## config.mk

```make
export PLATFORM = sky130hd
export DESIGN_NAME = gpio_ctrl
export DESIGN_NICKNAME = d
export VERILOG_FILES = /design/src/rtl/gpio_ctrl_pkg.sv /design/src/rtl/gpio_sync.sv /design/src/rtl/gpio_pin.sv /design/src/rtl/gpio_ctrl.sv
export SDC_FILE = /design/constraint.sdc
export NUM_CORES = 1
export LEC_CHECK = 0
export ABC_AREA = 1
export BUFFER_PORTS_ARGS = -buffer_cell sky130_fd_sc_hd__buf_4
export CORE_MARGIN = 2
export CORE_UTILIZATION = 30
export CTS_CLUSTER_DIAMETER = 50
export DETAILED_ROUTE_END_ITERATION = 12
export PLACE_DENSITY_LB_ADDON = 0.08
export SYNTH_ARGS = -nofsm -noshare
export SYNTH_HDL_FRONTEND = slang
export SYNTH_SLANG_ARGS = --single-unit
```

## constraint.sdc

```tcl
create_clock -name clk_i -period 5.8 [get_ports clk_i]
set_input_delay 1.74 -clock clk_i [delete_from_list [all_inputs] [get_ports clk_i]]
set_output_delay 1.74 -clock clk_i [all_outputs]
set_load 0.03 [all_outputs]
```

## src/rtl/gpio_ctrl_pkg.sv

```systemverilog
package gpio_ctrl_pkg;
  localparam int unsigned ADDR_W = 7;
  localparam int unsigned DATA_W = 32;

  localparam logic [ADDR_W-1:0] OFF_SAMPLE    = 7'h00;
  localparam logic [ADDR_W-1:0] OFF_IN_EN     = 7'h04;
  localparam logic [ADDR_W-1:0] OFF_DRV_EN    = 7'h08;
  localparam logic [ADDR_W-1:0] OFF_DRV_VAL   = 7'h0C;
  localparam logic [ADDR_W-1:0] OFF_PULL      = 7'h10;
  localparam logic [ADDR_W-1:0] OFF_STRENGTH  = 7'h14;
  localparam logic [ADDR_W-1:0] OFF_RISE_EN   = 7'h18;
  localparam logic [ADDR_W-1:0] OFF_RISE_PEND = 7'h1C;
  localparam logic [ADDR_W-1:0] OFF_FALL_EN   = 7'h20;
  localparam logic [ADDR_W-1:0] OFF_FALL_PEND = 7'h24;
  localparam logic [ADDR_W-1:0] OFF_HI_EN     = 7'h28;
  localparam logic [ADDR_W-1:0] OFF_HI_PEND   = 7'h2C;
  localparam logic [ADDR_W-1:0] OFF_LO_EN     = 7'h30;
  localparam logic [ADDR_W-1:0] OFF_LO_PEND   = 7'h34;
  localparam logic [ADDR_W-1:0] OFF_ALT_EN    = 7'h38;
  localparam logic [ADDR_W-1:0] OFF_ALT_SEL   = 7'h3C;
  localparam logic [ADDR_W-1:0] OFF_DRV_INV   = 7'h40;

  // event index within a pin slice
  localparam int unsigned EV_HI   = 0;
  localparam int unsigned EV_LO   = 1;
  localparam int unsigned EV_RISE = 2;
  localparam int unsigned EV_FALL = 3;
  localparam int unsigned N_EV    = 4;
endpackage

```

## src/rtl/gpio_sync.sv

```systemverilog
module gpio_sync #(
  parameter int unsigned WIDTH = 1
) (
  input  logic             clk_i,
  input  logic             rst_ni,
  input  logic [WIDTH-1:0] d_i,
  output logic [WIDTH-1:0] q_o
);
  logic [WIDTH-1:0] meta_q, stab_q;

  always_ff @(posedge clk_i or negedge rst_ni) begin
    if (!rst_ni) begin
      meta_q <= '0;
      stab_q <= '0;
    end else begin
      meta_q <= d_i;
      stab_q <= meta_q;
    end
  end

  assign q_o = stab_q;
endmodule

```

## src/rtl/gpio_pin.sv

```systemverilog
module gpio_pin
  import gpio_ctrl_pkg::*;
(
  input  logic            clk_i,
  input  logic            rst_ni,
  input  logic            ext_drv_i,
  input  logic            ext_lvl_i,
  input  logic            in_en_i,
  input  logic            drv_en_i,
  input  logic            drv_val_i,
  input  logic            drv_inv_i,
  input  logic            pull_en_i,
  input  logic [N_EV-1:0] clr_i,
  input  logic [N_EV-1:0] ev_en_i,
  output logic            level_o,
  output logic            sample_o,
  output logic [N_EV-1:0] pend_o,
  output logic            irq_o
);
  logic            sample_q, sample_d, own_lvl;
  logic [N_EV-1:0] pend_q, hit;

  always_comb begin
    own_lvl = drv_en_i & (drv_val_i ^ drv_inv_i);
    // external claim outranks own driver; pull is the idle level
    if (ext_drv_i)     level_o = ext_lvl_i;
    else if (drv_en_i) level_o = own_lvl;
    else               level_o = pull_en_i;
    sample_d      = in_en_i & level_o;
    hit[EV_HI]    = sample_d;
    hit[EV_LO]    = ~sample_d;
    hit[EV_RISE]  = sample_d & ~sample_q;
    hit[EV_FALL]  = ~sample_d & sample_q;
  end

  always_ff @(posedge clk_i or negedge rst_ni) begin
    if (!rst_ni) begin
      sample_q <= 1'b0;
      pend_q   <= '0;
    end else begin
      sample_q <= sample_d;
      pend_q   <= (pend_q & ~clr_i) | hit;  // set beats clear
    end
  end

  assign sample_o = sample_q;
  assign pend_o   = pend_q;
  assign irq_o    = |(pend_q & ev_en_i);
endmodule

```

## src/rtl/gpio_ctrl.sv

```systemverilog
module gpio_ctrl
  import gpio_ctrl_pkg::*;
#(
  parameter int unsigned N_PINS = 32
) (
  input  logic              clk_i,
  input  logic              rst_ni,
  input  logic              bus_wr_i,
  input  logic [ADDR_W-1:0] bus_addr_i,
  input  logic [DATA_W-1:0] bus_wdata_i,
  output logic [DATA_W-1:0] bus_rdata_o,
  input  logic [N_PINS-1:0] ext_lvl_i,
  input  logic [N_PINS-1:0] ext_drv_i,
  output logic [N_PINS-1:0] pad_level_o,
  output logic [N_PINS-1:0] irq_o
);
  localparam int unsigned SYNC_W = 2 * N_PINS;

  logic [N_PINS-1:0] in_en_q, drv_en_q, drv_val_q, pull_q, strength_q, drv_inv_q;
  logic [N_PINS-1:0] rise_en_q, fall_en_q, hi_en_q, lo_en_q, alt_en_q, alt_sel_q;
  logic [N_PINS-1:0] sample_vec, hi_pend, lo_pend, rise_pend, fall_pend;
  logic [N_PINS-1:0] clr_hi, clr_lo, clr_rise, clr_fall;
  logic [N_PINS-1:0] lvl_s, drv_s, wdat;
  logic [SYNC_W-1:0] sync_q;

  assign wdat = bus_wdata_i[N_PINS-1:0];

  gpio_sync #(.WIDTH(SYNC_W)) u_sync (
    .clk_i (clk_i),
    .rst_ni(rst_ni),
    .d_i   ({ext_drv_i, ext_lvl_i}),
    .q_o   (sync_q)
  );
  assign {drv_s, lvl_s} = sync_q;

  always_comb begin
    clr_hi   = (bus_wr_i && bus_addr_i == OFF_HI_PEND)   ? wdat : '0;
    clr_lo   = (bus_wr_i && bus_addr_i == OFF_LO_PEND)   ? wdat : '0;
    clr_rise = (bus_wr_i && bus_addr_i == OFF_RISE_PEND) ? wdat : '0;
    clr_fall = (bus_wr_i && bus_addr_i == OFF_FALL_PEND) ? wdat : '0;
  end

  always_ff @(posedge clk_i or negedge rst_ni) begin
    if (!rst_ni) begin
      in_en_q    <= '0;
      drv_en_q   <= '0;
      drv_val_q  <= '0;
      pull_q     <= '0;
      strength_q <= '0;
      drv_inv_q  <= '0;
      rise_en_q  <= '0;
      fall_en_q  <= '0;
      hi_en_q    <= '0;
      lo_en_q    <= '0;
      alt_en_q   <= '0;
      alt_sel_q  <= '0;
    end else if (bus_wr_i) begin
      case (bus_addr_i)
        OFF_IN_EN:    in_en_q    <= wdat;
        OFF_DRV_EN:   drv_en_q   <= wdat;
        OFF_DRV_VAL:  drv_val_q  <= wdat;
        OFF_PULL:     pull_q     <= wdat;
        OFF_STRENGTH: strength_q <= wdat;
        OFF_DRV_INV:  drv_inv_q  <= wdat;
        OFF_RISE_EN:  rise_en_q  <= wdat;
        OFF_FALL_EN:  fall_en_q  <= wdat;
        OFF_HI_EN:    hi_en_q    <= wdat;
        OFF_LO_EN:    lo_en_q    <= wdat;
        OFF_ALT_EN:   alt_en_q   <= wdat;
        OFF_ALT_SEL:  alt_sel_q  <= wdat;
        default: ;
      endcase
    end
  end

  for (genvar i = 0; i < N_PINS; i++) begin : g_pin
    logic [N_EV-1:0] clr_w, en_w, pend_w;
    assign clr_w[EV_HI]   = clr_hi[i];
    assign clr_w[EV_LO]   = clr_lo[i];
    assign clr_w[EV_RISE] = clr_rise[i];
    assign clr_w[EV_FALL] = clr_fall[i];
    assign en_w[EV_HI]    = hi_en_q[i];
    assign en_w[EV_LO]    = lo_en_q[i];
    assign en_w[EV_RISE]  = rise_en_q[i];
    assign en_w[EV_FALL]  = fall_en_q[i];

    gpio_pin u_pin (
      .clk_i    (clk_i),
      .rst_ni   (rst_ni),
      .ext_drv_i(drv_s[i]),
      .ext_lvl_i(lvl_s[i]),
      .in_en_i  (in_en_q[i]),
      .drv_en_i (drv_en_q[i]),
      .drv_val_i(drv_val_q[i]),
      .drv_inv_i(drv_inv_q[i]),
      .pull_en_i(pull_q[i]),
      .clr_i    (clr_w),
      .ev_en_i  (en_w),
      .level_o  (pad_level_o[i]),
      .sample_o (sample_vec[i]),
      .pend_o   (pend_w),
      .irq_o    (irq_o[i])
    );

    assign hi_pend[i]   = pend_w[EV_HI];
    assign lo_pend[i]   = pend_w[EV_LO];
    assign rise_pend[i] = pend_w[EV_RISE];
    assign fall_pend[i] = pend_w[EV_FALL];
  end

  always_comb begin
    bus_rdata_o = '0;
    case (bus_addr_i)
      OFF_SAMPLE:    bus_rdata_o = DATA_W'(sample_vec);
      OFF_IN_EN:     bus_rdata_o = DATA_W'(in_en_q);
      OFF_DRV_EN:    bus_rdata_o = DATA_W'(drv_en_q);
      OFF_DRV_VAL:   bus_rdata_o = DATA_W'(drv_val_q);
      OFF_PULL:      bus_rdata_o = DATA_W'(pull_q);
      OFF_STRENGTH:  bus_rdata_o = DATA_W'(strength_q);
      OFF_RISE_EN:   bus_rdata_o = DATA_W'(rise_en_q);
      OFF_RISE_PEND: bus_rdata_o = DATA_W'(rise_pend);
      OFF_FALL_EN:   bus_rdata_o = DATA_W'(fall_en_q);
      OFF_FALL_PEND: bus_rdata_o = DATA_W'(fall_pend);
      OFF_HI_EN:     bus_rdata_o = DATA_W'(hi_en_q);
      OFF_HI_PEND:   bus_rdata_o = DATA_W'(hi_pend);
      OFF_LO_EN:     bus_rdata_o = DATA_W'(lo_en_q);
      OFF_LO_PEND:   bus_rdata_o = DATA_W'(lo_pend);
      OFF_ALT_EN:    bus_rdata_o = DATA_W'(alt_en_q);
      OFF_ALT_SEL:   bus_rdata_o = DATA_W'(alt_sel_q);
      OFF_DRV_INV:   bus_rdata_o = DATA_W'(drv_inv_q);
      default:       bus_rdata_o = '0;
    endcase
  end
endmodule

```

Word level (Yosys, flattened, before mapping)
Index checks and enable logic that the tools add are counted.
Widths: inputs -> output; s select.
Operators by class
  eq/ne operators: 16
  muxes and demuxes: 69
  bitwise gates (word level): 352
  reduce and logical (&&, ||, !) cells: 49
Operators with widths (count)
  $pmux 32 s17: 1
  $and 4x4->4: 64
  $and 1x1->1: 128
  $mux 32: 4
  $not 4->4: 32
  $or 4x4->4: 32
  $reduce_or 4->1: 32
  $mux 1: 64
  $not 1->1: 64
  $eq 7x6->1 const B: 8
  $xor 1x1->1: 32
  $eq 7x5->1 const B: 4
  $reduce_and 2->1: 12
  $eq 7x4->1 const B: 2
  $eq 7x3->1 const B: 1
  $eq 7x7->1 const B: 1
  $logic_not 7->1: 1
  $logic_and 1x1->1: 4
Storage, ports and cells
  register bits after elaboration: 672
  input port bits: 106
  output and inout port bits: 96
  logic and storage cells: 564

Longest topological paths before layout
  depth in word-level cells: 8
  mapped depth: 11
  gate-level depth less buffers: 9

Modules after synthesis
A second synthesis with hierarchy kept.
Unflattened totals
  cell total of the unflattened synthesis: 3963
  area, all modules: 31226.2 µm²
By module, submodules not included
  gpio_ctrl: times used 1, cells each 2651, area each 19334.8 µm², seq. area each 9609.2 µm²
  gpio_pin: times used 32, cells each 37, area each 271.5 µm², seq. area each 125.1 µm²
  gpio_sync: times used 1, cells each 128, area each 3203.1 µm², seq. area each 3203.1 µm²

Worst setup path after synthesis
OpenSTA, ideal clock, no wires.
  path kind: in2out
  start point: input port bus_addr_i[5]
  end point: output port bus_rdata_o[31]
  arrival time: 2995 ps
  slack: 1065 ps
  stages on the path: 11
  buffers on the path: 2
  cells stage by stage: buf_2 inv_1 nand3_2 nor2_2 buf_2 nand2_1 nand2_1 inv_1 nand2_1 nor2_1 nand2_1
Between the ends
  word-level cells in the longest chain between the ends: 2
Ends and longest elaborated chain
  from (decl): line gpio_ctrl.sv:9  | input logic [ADDR_W-1:0] bus_addr_i,
  $eq 7x7->1 (tied with other cells): line gpio_ctrl.sv:113  | case (bus_addr_i)
  $pmux 32 s17 (*): line gpio_ctrl.sv:113
  to (decl): line gpio_ctrl.sv:11  | output logic [DATA_W-1:0] bus_rdata_o,
Mark *: on every way between the ends. The rest lies on a longest branch, timed or not.

Worst setup path in the final report
  start point: input port bus_addr_i[1]
  end point: output port bus_rdata_o[14]
Same word-level chain as after synthesis.

==> results.tsv <==
stage	metric	value	unit
route	antenna_left	0	
finish	synthToLayoutAreaGrowth	23.0	%
sta	worst_pin_slew	0.965	ns
synthesis	synth_cells	3644	
sta	rsz0062_at_grt	no	
run_status	status	finished clean	
finish	final-seq-area	16800	um^2
finish	layout.nets	3906	
sta	fin_tns_setup	0	ns
global_routing	grt_use_total	22.1	%
power	powerDensity	364	nW/um^2
sta	finalCritPeriodShare	94.3	%
placement	place_congestion	0.829	
die	ios	202	
clock_network	cts_buffers	111	
synthesis	synth_seq_cells	672	
route	via_count	24649	
worst_setup_path	critical_path_required	4.06	ns
global_routing	grt_pass1_wl	166	mm
clock_network	clkTransAtPathRegs	0.04	ns
clock_network	cts.path.max_buffers	3	
clock_network	htreeDepth	3	
route	drc	0	
clock_network	clock_sinks	672	
route	wl_per_cell	21.6	um
finish	multi_input_area	10700	um^2
worst_setup_path	start_kind	input port	
die	dieArea	102000	um^2
sta	max_freq	0.183	GHz
placement	place_area	32700	um^2
job	drv_cap	0	
route	drtPass1Iterations	6	
finish	fillers	10332	
die	num_rows	115	
sta	hold_violations	0	
finish	drive_above_1_share	13.7	%
sta	setup_viol	0	
route	drt_wl_total	112	mm
worst_setup_path	crit_path_end_kind	output port	
worst_hold_path	hp-class	reg2reg	
placement	numPlacedInstances	4974	
placement	portBuffers	201	
synthesis	yosysTopAreaCell	dfrtp_1	
synthesis	postSynthAreaPerCell	8.18	um^2
synthesis	synth.distinct_cells	26	
synthesis	ys_seq_area_share	56.4	%
power	vdd_ir_drop_max	0.238	mV
global_routing	grt_start_max_net_pins	110	
route	drtIter0Drc	2270	
die	core	98400	um^2
finish	fin_area	36700	um^2
route	vias_per_cell	4.75	
synthesis	synth-edff-count	0	
die	dieWidth	319	um
die	die_h	319	um
placement	hpwlAfterDp	74.3	mm
synthesis	netlist_area	29800	um^2
clock_network	clock_latency	0.69	ns
finish	utilization	37.3	%
finish	fin_cells	5190	
synthesis	syn_nets	3750	
power	p_leak	17.6	nW
synthesis	yosys_warnings	0	
sta	fin_crit	5.47	ns
synthesis	synthTopCellsByArea	dfrtp_1 (56%), nand2_1 (17%), o21ai_0 (8.0%)	
synthesis	yosysMostFrequentCell	nand2_1	
clock_network	root_buffer	clkbuf_16	
global_routing	grt.overflow.total	0	
clock_network	ctsResizeCount	0	
clock_network	hold_buffers	0	
global_routing	grt_pass1_vias	23639	
synthesis	synthFlopType	dfrtp_1	
clock_network	cts_setup_buffers	0	
worst_setup_path	crit_arrival	3.73	ns
sta	slew_headroom	35.7	%
global_routing	antenna_found_initial	5	
synthesis	yosys.area.top_type_share	56.4	%
sta	skew	0.0193	ns
worst_setup_path	path_class	in2out	
die	floorplan.initialDensity	30.3	%
sta	finalMaxSlewViolations	0	
synthesis	ys_async_sr_fraction	100	%
synthesis	synthTopCellsByCount	nand2_1 (1358), dfrtp_1 (672), o21ai_0 (479)	
clock_network	cts_tree	done	
worst_setup_path	crit_fanout	32	
-- worst paths after layout --
kind	start	end	slack, ns	cells past startpoint
worst min-delay path	u_sync.meta_q[21]	u_sync.q_o[21]	0.34	0
worst max register to register	drv_inv_q[12]	g_pin[12].u_pin.pend_o[2]	3.85	6
worst min register to register	u_sync.meta_q[21]	u_sync.q_o[21]	0.34	0
min in group asynchronous	rst_ni	u_sync.meta_q[10]	1.06	1
worst max-delay path	bus_addr_i[1]	bus_rdata_o[14]	0.33	12
max in group asynchronous	rst_ni	lo_en_q[8]	3.61	2
-- cells by family after synthesis --
group,count (synthesis),synth area share (%)
simple gates,1774,24.0
compound gates,634,10.9
flops,672,56.4
buf+inv,532,7.81
xor+xnor,32,0.940
-- report_power, final --
part           switching, mW  internal, mW  leakage, nW
Combinational          0.761         0.376         7.32
Clock                   2.62          4.32         1.92
Sequential             0.249          5.02         8.32
Total                   3.63          9.72         17.6
-- registers in the layout, summed over array words and instances, names as in the netlist --
| name | flops |
|---|---|
| strength_q | 32 |
| in_en_q | 32 |
| u_sync.meta_q | 64 |
| drv_en_q | 32 |
| fall_en_q | 32 |
| pull_q | 32 |
| alt_en_q | 32 |
| drv_inv_q | 32 |
| u_sync.q_o | 64 |
| g_pin.u_pin.sample_o | 32 |
| hi_en_q | 32 |
| g_pin.u_pin.pend_o | 128 |
| alt_sel_q | 32 |
| lo_en_q | 32 |
| rise_en_q | 32 |
| drv_val_q | 32 |
-- through the flow --
step / setup WS (ns) / hold slack [ns] / power (mW)
after floorplan: 1.06 / 0.331 / 5.98
after global placement: 0.364 / 0.332 / 6.49
after detailed placement: 0.374 / 0.335 / 6.50
after CTS: 0.365 / 0.345 / 13.5
after global routing: 0.194 / 0.349 / 13.9
final: 0.329 / 0.343 / 13.3
-- area by class of cell --
| cell class | count | share of cell area, % |
|---|---|---|
| clock inverter | 79 | 2.71 |
| antenna | 7 | 0.0478 |
| clock buffer | 130 | 8.10 |
| sequential | 672 | 45.9 |
| tap | 1287 | 4.39 |
| multi-input combinational | 2440 | 29.3 |
| inverter | 292 | 3.00 |
| timing repair buffer | 283 | 6.63 |
-- critical path, cell delays in order --
cell and delay, ns:
buf_4 0.12, nor2_4 0.25, nand3_2 0.26, nor2_4 0.20, buf_12 0.27, nand2_1 0.09
nand2_1 0.06, inv_1 0.03, nand2_1 0.18, nor2_1 0.16, nand2_1 0.15, buf_4 0.18
-- layer usage --
metal,vias to the layer above,track usage [%],routed length [um]
met3,126,4.30,7820
met4,6,5.71,2200
met1,11927,34.8,56600
li1,11854,-,-
met2,736,30.3,45500
met5,-,0,47
-- cell usage in the layout (no fill, tap or decap), types with 32 or more instances in the layout --
| cell | n |
|---|---|
| xnor2_1 | 32 |
| clkbuf_16 | 111 |
| nand3_1 | 175 |
| inv_1 | 287 |
| nand2_1 | 1358 |
| buf_4 | 258 |
| dfrtp_1 | 672 |
| o21ai_1 | 103 |
| a21oi_1 | 32 |
| o21ai_0 | 479 |
| nor2_1 | 162 |
(Power assumes the default switching activity.)
